**src/rtl/sbm_pkg.sv**
```systemverilog
package sbm_pkg;

    localparam int SREG_W = 8;

    // Status bit positions
    localparam int FLAG_C = 0;
    localparam int FLAG_Z = 1;
    localparam int FLAG_N = 2;
    localparam int FLAG_V = 3;
    localparam int FLAG_S = 4;
    localparam int FLAG_H = 5;
    localparam int FLAG_T = 6;
    localparam int FLAG_I = 7;

    typedef enum logic [2:0] {
        OP_IDLE  = 3'd0,
        OP_FSET  = 3'd1,
        OP_FCLR  = 3'd2,
        OP_TSTO  = 3'd3,
        OP_TLOAD = 3'd4
    } op_e;

    typedef logic [SREG_W-1:0] sreg_t;

    function automatic sreg_t put_bit(sreg_t v, logic [2:0] pos, logic b);
        sreg_t r;
        r = v;
        r[pos] = b;
        return r;
    endfunction

endpackage

```
**src/rtl/sbm_flag_unit.sv**
```systemverilog
module sbm_flag_unit
    import sbm_pkg::*;
(
    input  logic [2:0] op,
    input  logic [2:0] fidx,
    input  logic       t_in,
    input  sreg_t      cur,
    output sreg_t      nxt
);
    always_comb begin
        case (op)
            OP_FSET: nxt = put_bit(cur, fidx, 1'b1);
            OP_FCLR: nxt = put_bit(cur, fidx, 1'b0);
            OP_TSTO: nxt = put_bit(cur, 3'(FLAG_T), t_in);
            default: nxt = cur;
        endcase
    end
endmodule

```
**src/rtl/sbm_bit_bridge.sv**
```systemverilog
module sbm_bit_bridge #(
    parameter int OPND_W = 8,
    parameter int IDX_W  = $clog2(OPND_W)
) (
    input  logic [OPND_W-1:0] opnd,
    input  logic [IDX_W-1:0]  idx,
    input  logic              t_flag,
    output logic              picked,
    output logic [OPND_W-1:0] merged
);
    always_comb begin
        picked      = opnd[idx];
        merged      = opnd;
        merged[idx] = t_flag;
    end
endmodule

```
**src/rtl/status_bit_manip.sv**
```systemverilog
module status_bit_manip
    import sbm_pkg::*;
#(
    parameter int OPND_W = 8,
    parameter int IDX_W  = $clog2(OPND_W)
) (
    input  logic              clk,
    input  logic              rst,
    input  logic [2:0]        op,
    input  logic [IDX_W-1:0]  idx,
    input  logic [OPND_W-1:0] opnd,
    output logic [7:0]        sreg,
    output logic [OPND_W-1:0] res,
    output logic              res_we
);
    sreg_t              sreg_q, sreg_d;
    logic               picked;
    logic [OPND_W-1:0]  merged;
    logic [2:0]         fidx;

    assign fidx = idx[2:0];

    sbm_bit_bridge #(.OPND_W(OPND_W), .IDX_W(IDX_W)) u_bridge (
        .opnd   (opnd),
        .idx    (idx),
        .t_flag (sreg_q[FLAG_T]),
        .picked (picked),
        .merged (merged)
    );

    sbm_flag_unit u_flags (
        .op   (op),
        .fidx (fidx),
        .t_in (picked),
        .cur  (sreg_q),
        .nxt  (sreg_d)
    );

    always_ff @(posedge clk) begin
        if (rst) begin
            sreg_q <= '0;
            res    <= '0;
            res_we <= 1'b0;
        end else begin
            sreg_q <= sreg_d;
            res_we <= (op == OP_TLOAD);
            if (op == OP_TLOAD)
                res <= merged;
        end
    end

    assign sreg = sreg_q;

    AST_SET_WRITES_ONE: assert property (@(posedge clk) disable iff (rst)
        (!$past(rst) && $past(op) == OP_FSET) |-> sreg[$past(fidx)] == 1'b1);

    AST_CLR_WRITES_ZERO: assert property (@(posedge clk) disable iff (rst)
        (!$past(rst) && $past(op) == OP_FCLR) |-> sreg[$past(fidx)] == 1'b0);

    AST_STORE_ONLY_T: assert property (@(posedge clk) disable iff (rst)
        (!$past(rst) && $past(op) == OP_TSTO) |->
        (sreg[FLAG_T] == $past(opnd[idx]) && (sreg & 8'hBF) == ($past(sreg) & 8'hBF)
         && !res_we));

    AST_LOAD_KEEPS_SREG: assert property (@(posedge clk) disable iff (rst)
        (!$past(rst) && $past(op) == OP_TLOAD) |->
        (sreg == $past(sreg) && res_we && res[$past(idx)] == $past(sreg[FLAG_T])));

    AST_STROBE_ONLY_LOAD: assert property (@(posedge clk) disable iff (rst)
        res_we |-> (!$past(rst) && $past(op) == OP_TLOAD));

    AST_IDLE_NO_CHANGE: assert property (@(posedge clk) disable iff (rst)
        (!$past(rst) && ($past(op) == 3'd0 || $past(op) > 3'd4)) |->
        (sreg == $past(sreg) && !res_we));
endmodule

```
**config.mk**
```make
export PLATFORM = sky130hd
export DESIGN_NAME = status_bit_manip
export DESIGN_NICKNAME = d
export VERILOG_FILES = /design/src/rtl/sbm_pkg.sv /design/src/rtl/sbm_flag_unit.sv /design/src/rtl/sbm_bit_bridge.sv /design/src/rtl/status_bit_manip.sv
export SDC_FILE = /design/constraint.sdc
export NUM_CORES = 1
export LEC_CHECK = 0
export ABC_AREA = 1
export BUFFER_PORTS_ARGS = -buffer_cell sky130_fd_sc_hd__buf_2
export CAP_MARGIN = 5
export CORE_ASPECT_RATIO = 1.75
export CORE_UTILIZATION = 41
export DETAILED_ROUTE_END_ITERATION = 6
export GPL_TIMING_DRIVEN = 0
export PLACE_DENSITY = 0.76
export SLEW_MARGIN = 20
export SYNTH_ARGS = -nofsm -noshare
export SYNTH_HDL_FRONTEND = slang
export SYNTH_SLANG_ARGS = --single-unit
```
**constraint.sdc**
```tcl
create_clock -name clk -period 1.1 [get_ports clk]
set_input_delay 0.11 -clock clk [delete_from_list [all_inputs] [get_ports clk]]
set_output_delay 0.11 -clock clk [all_outputs]
set_load 0.02 [all_outputs]
```
Word level (Yosys, flattened, before mapping)
Cells that the tools add are included.
Word-level totals
  register bits: 17
  latch bits: 0
  bits in writable memories: 0
  bits in read-only memories: 0
  input bits: 16
  word-level logic and storage cells: 24
  memories kept: 0
Cells by class
  $add $sub $neg: 0
  multiply operators: 0
  divide/modulo/power cells: 0
  order comparisons: 2
  equal/unequal tests: 4
  shift operators: 0
  mux-type cells: 6
  bitwise gates (word level): 4
  reductions and logical operators: 4
Operators by type and width (count)
  $pmux W8 S3: 1
  $and A8 B8 Y8: 1
  $bwmux W8: 1
  $not A8 Y8: 1
  $or A8 B8 Y8: 1
  $eq A3 B2 Y1 const B: 2
  $lt A3 B4 Y1 const B: 1
  $bmux W1 S3: 1
  $demux W1 S3: 1
  $eq A3 B1 Y1 const B: 1
  $eq A3 B3 Y1 const B: 1
  $ge A3 B1 Y1 const B: 1
  $reduce_bool A3 Y1: 1
  $mux W1: 2
  $reduce_and A2 Y1: 1
  $reduce_bool A2 Y1: 1
  $logic_and A1 B1 Y1: 1
  $not A1 Y1: 1

Longest topological paths before layout
  word-level depth: 7
  gate-level depth with buffers: 8

Cells and area by module
A second synthesis with hierarchy kept.
Second synthesis, totals
  cell total of the unflattened synthesis: 197
  area total of the unflattened synthesis: 1159.9 um^2
Modules (own cells, without submodules)
  status_bit_manip: instances 1, cells each 81, area an instance 625.6 um^2, sequential area each 340.3 um^2
  sbm_flag_unit: instances 1, cells each 68, area an instance 304.0 um^2, sequential area each 0.0 um^2
  sbm_bit_bridge: instances 1, cells each 48, area an instance 230.2 um^2, sequential area each 0.0 um^2

Least setup slack after synthesis
OpenSTA, ideal clock, no wires.
  kind: reg2reg
  start: register sreg_q[6] (netlist: sreg[6])
  end: register sreg_q[6] (netlist: sreg[6])
  library setup time: 0.070 ns
  arrival time: 0.846 ns
  required time: 1.030 ns
  path slack: 0.184 ns
  stages on the path, launching flop included: 6
  buffers on the path: 1
  path through: dfxtp_1 clkbuf_1 nand2_1 nor2_1 nor2_1 a21oi_1
On the way
  longest elaborated chain between the ends: 2
  elaborated cells between the ends (all ways): 3
RTL lines
  from (decl): RTL line status_bit_manip.sv:16  | sreg_t sreg_q, sreg_d;
  from (signal assigned): RTL line status_bit_manip.sv:45  | sreg_q <= sreg_d;
  $and A8 B8 Y8 (no line) or $or A8 B8 Y8 (tied branches)
  $pmux W8 S3 (*): RTL line sbm_flag_unit.sv:11  | case (op)
Every way passes the cells marked *; elsewhere a longest branch is shown, timed or not.
A chain may end at the register's enable or synchronous reset.

Worst setup path in the final report
  start: register sreg_q[6] (netlist: sreg[6])
  end: output port sreg[6]
RTL lines
  to (decl): RTL line status_bit_manip.sv:12  | output logic [7:0] sreg,
No word-level cell between the ends.

==> results.py <==
metrics = {
    "setup_path": {
        "crit_slowest_cell": "dfxtp_1",
        "critPathCaptureType": "output pin",
        "worstPathCellList": "buf_4, buf_2",
        "reg2reg_setup_slack_ps": 170,
        "r2r-end": "res[2]",
        "critPathCapture": "sreg[6]",
        "crit_start": "sreg[6]",
        "arrival_ps": 880,
        "path_class": "register to output pin",
        "worstReg2RegStart": "sreg[6]",
        "crit_required_ps": 990,
        "cp_max_fo": 2,
        "r2r_cells": 5,
        "cp-start-kind": "register",
        "critPathMaxStageDelay_ps": 320,
    },
    "synth": {
        "synth_top_area_share_pct": 36.4,
        "syn-cell-area_um2": 935,
        "synth-seq-cells": 17,
        "synth.most_common_cell": "nand2_1",
        "synth_common_cells": "35 x nand2_1, 27 x inv_1, 21 x nor2_1",
        "postSynthCellCount": 146,
        "synth_nets": 162,
        "synth_top_area_cell": "dfxtp_1",
        "synth_edf_count": 0,
        "yosys_most_used_dff": "dfxtp_1",
        "synth_warnings": 0,
        "synthArstFlopShare_pct": 0,
        "avgSynthCellArea_um2": 6.40,
        "synth.distinct_cells": 19,
        "synth.yosys.seq_area_share_pct": 36.4,
        "synth_area_leaders": "dfxtp_1 36%, nand2_1 14%, inv_1 11%",
    },
    "outcome": {
        "status": "finished clean",
    },
    "floorplan": {
        "rows": 22,
        "core_um2": 2120,
        "die_area_um2": 2480,
        "io_pins": 33,
        "start_util_pct": 44.1,
        "die_w_um": 38.1,
        "die_h_um": 65.2,
    },
    "finish": {
        "fin_nets": 200,
        "antenna_cells": 0,
        "area_growth_pct": 25.0,
        "fin_util_pct": 55.1,
        "drive_above_1_share_pct": 24.0,
        "fin_cells": 207,
    },
    "routing": {
        "drtAntennaViolNets": 0,
        "vias_per_cell": 4.93,
        "routedWlPerCell_um": 10.7,
        "vias": 1021,
        "dr.pass1.iters": 4,
        "drtIter0Drc": 30,
        "drc": 0,
        "wl_um": 2220,
    },
    "sta": {
        "rsz0062_at_grt": "no",
        "slew_headroom_pct": 76.4,
        "final.period_utilization_pct": 89.6,
        "holdWs_ps": 36.3,
        "worstMarginPinSlew_ps": 353,
        "max_freq_mhz": 1010,
        "period_minus_slack_ps": 986,
        "finalMaxSlewViolations": 0,
        "finalSetupTns_ps": 0,
        "fin_skew_ps": 0.730,
        "hold_viol": 0,
        "setup_viol": 0,
    },
    "placement": {
        "placed_cells": 201,
        "gp_congestion": 0.869,
        "place.detailed.hpwl_um": 1710,
        "numPortBuffers": 31,
    },
    "pwr": {
        "power.density_nw_per_um2": 1070,
        "leakage_uw": 0.000646,
        "vdd_drop_max_v": 0.000765,
    },
    "clock_tree": {
        "cts_tree": "yes",
        "cts_buffer_depth": 2,
        "cts_setup_buffers": 0,
        "root_buffer": "clkbuf_4",
        "path_clk_slew_ps": 100,
        "cts.htree.levels": 1,
        "clk_latency_ps": 290,
        "cts_num_sinks": 17,
        "cts_buffers": 3,
    },
    "global_routing": {
        "grt_first_pass_wirelength_um": 3730,
        "grt_max_degree": 11,
        "antenna_found_initial": 0,
        "grtUsageTotal_pct": 20.2,
        "grt_pass1_vias": 973,
        "grt_overflow": 0,
    },
    "run": {
        "drv_cap": 0,
    },
    "hold_path": {
        "hp-class": "primary input to register",
    },
}
[worst max-delay path, delay by kind of cell (launching register included)]
kind / cells / cell delay [ps]
flip-flops: 1 / 320
buffers and inverters: 2 / 260
[placed cells by master, fill, tap and decap left out]
cell type and count:
a21oi_1 8, nor4_1 1, inv_2 1, nand2_1 35, dlygate4sd3_1 2, nor3_4 1
clkbuf_2 1, o211ai_1 6, nor2_1 21, nand3_1 9, clkbuf_4 4, buf_6 2
nand2_2 1, nor3_1 1, nand2_4 1, clkinv_2 1, buf_4 1, buf_2 31
dfxtp_1 17, a31oi_1 2, inv_1 27, o21ai_0 10
[repair_timing]
| item | in CTS | in global routing |
|---|---|---|
| setup endpoints to repair | 1 | 0 |
| gates resized for setup | 1 | 0 |
| endpoints found under the hold margin | 1 | 0 |
| hold buffers | 2 | 0 |
[stage by stage]
| stage | power (µW) | setup WS [ps] | area [µm²] |
|---|---|---|---|
| floorplan | 823 | 184 | 935 |
| global placement | 907 | -42.3 | 1120 |
| detailed placement | 912 | -30.6 | 1120 |
| CTS | 1260 | 100 | 1170 |
| global route | 1320 | 74.5 | 1170 |
| finish | 1250 | 114 | 1170 |
[cells by family (layout without fill, tap and decap cells)]
kind of cell,after synthesis,after routing,synth area share (%)
AO/OA/AOI/OAI,26,26,15.8
buffers and inverters,33,70,15.7
flip-flops,17,17,36.4
AND/OR/NAND/NOR,70,70,32.1
[per-layer routing]
| layer | up-vias | wire length (µm) | global-route usage, % |
|---|---|---|---|
| met4 | 0 | 29 | 8.48 |
| met3 | 4 | 100 | 2.70 |
| met2 | 31 | 1100 | 33.1 |
| met5 | - | 0 | 0 |
| met1 | 458 | 993 | 25.5 |
| li1 | 528 | - | - |
[worst min path at each step]
stage / start / end / slack [ps] / cells past startpoint
after floorplan: rst / sreg[6] / 180 / 1
after global placement: rst / res_we / 300 / 2
after detailed placement: rst / sreg[6] / 310 / 2
after CTS: op[1] / res_we / 30 / 2
after global routing: op[1] / res_we / 30 / 2
final: op[1] / res_we / 40 / 2
[flip-flops by register name, indices dropped and copies added, names as in the netlist]
| register | cells |
|---|---|
| res_we | 1 |
| res | 8 |
| sreg | 8 |
[power by group]
part | internal (µW) | switching (µW) | total [µW] | leakage, µW
registers | 639 | 10.2 | 649 | 0.000138
clock network | 135 | 207 | 342 | 0.0000177
logic | 95.2 | 160 | 256 | 0.000490
total | 869 | 377 | 1250 | 0.000646
[area by class of cell]
class,count,area [µm²]
plain buffers,5,42.5
repair buffers,33,175
fillers,229,951
well taps,24,30.0
clock inverters,1,5.00
inverters,28,105
multi-input cells,96,448
flip-flops and latches,17,340
clock buffers,3,22.5
No activity file was read; power rests on OpenSTA's default activity.
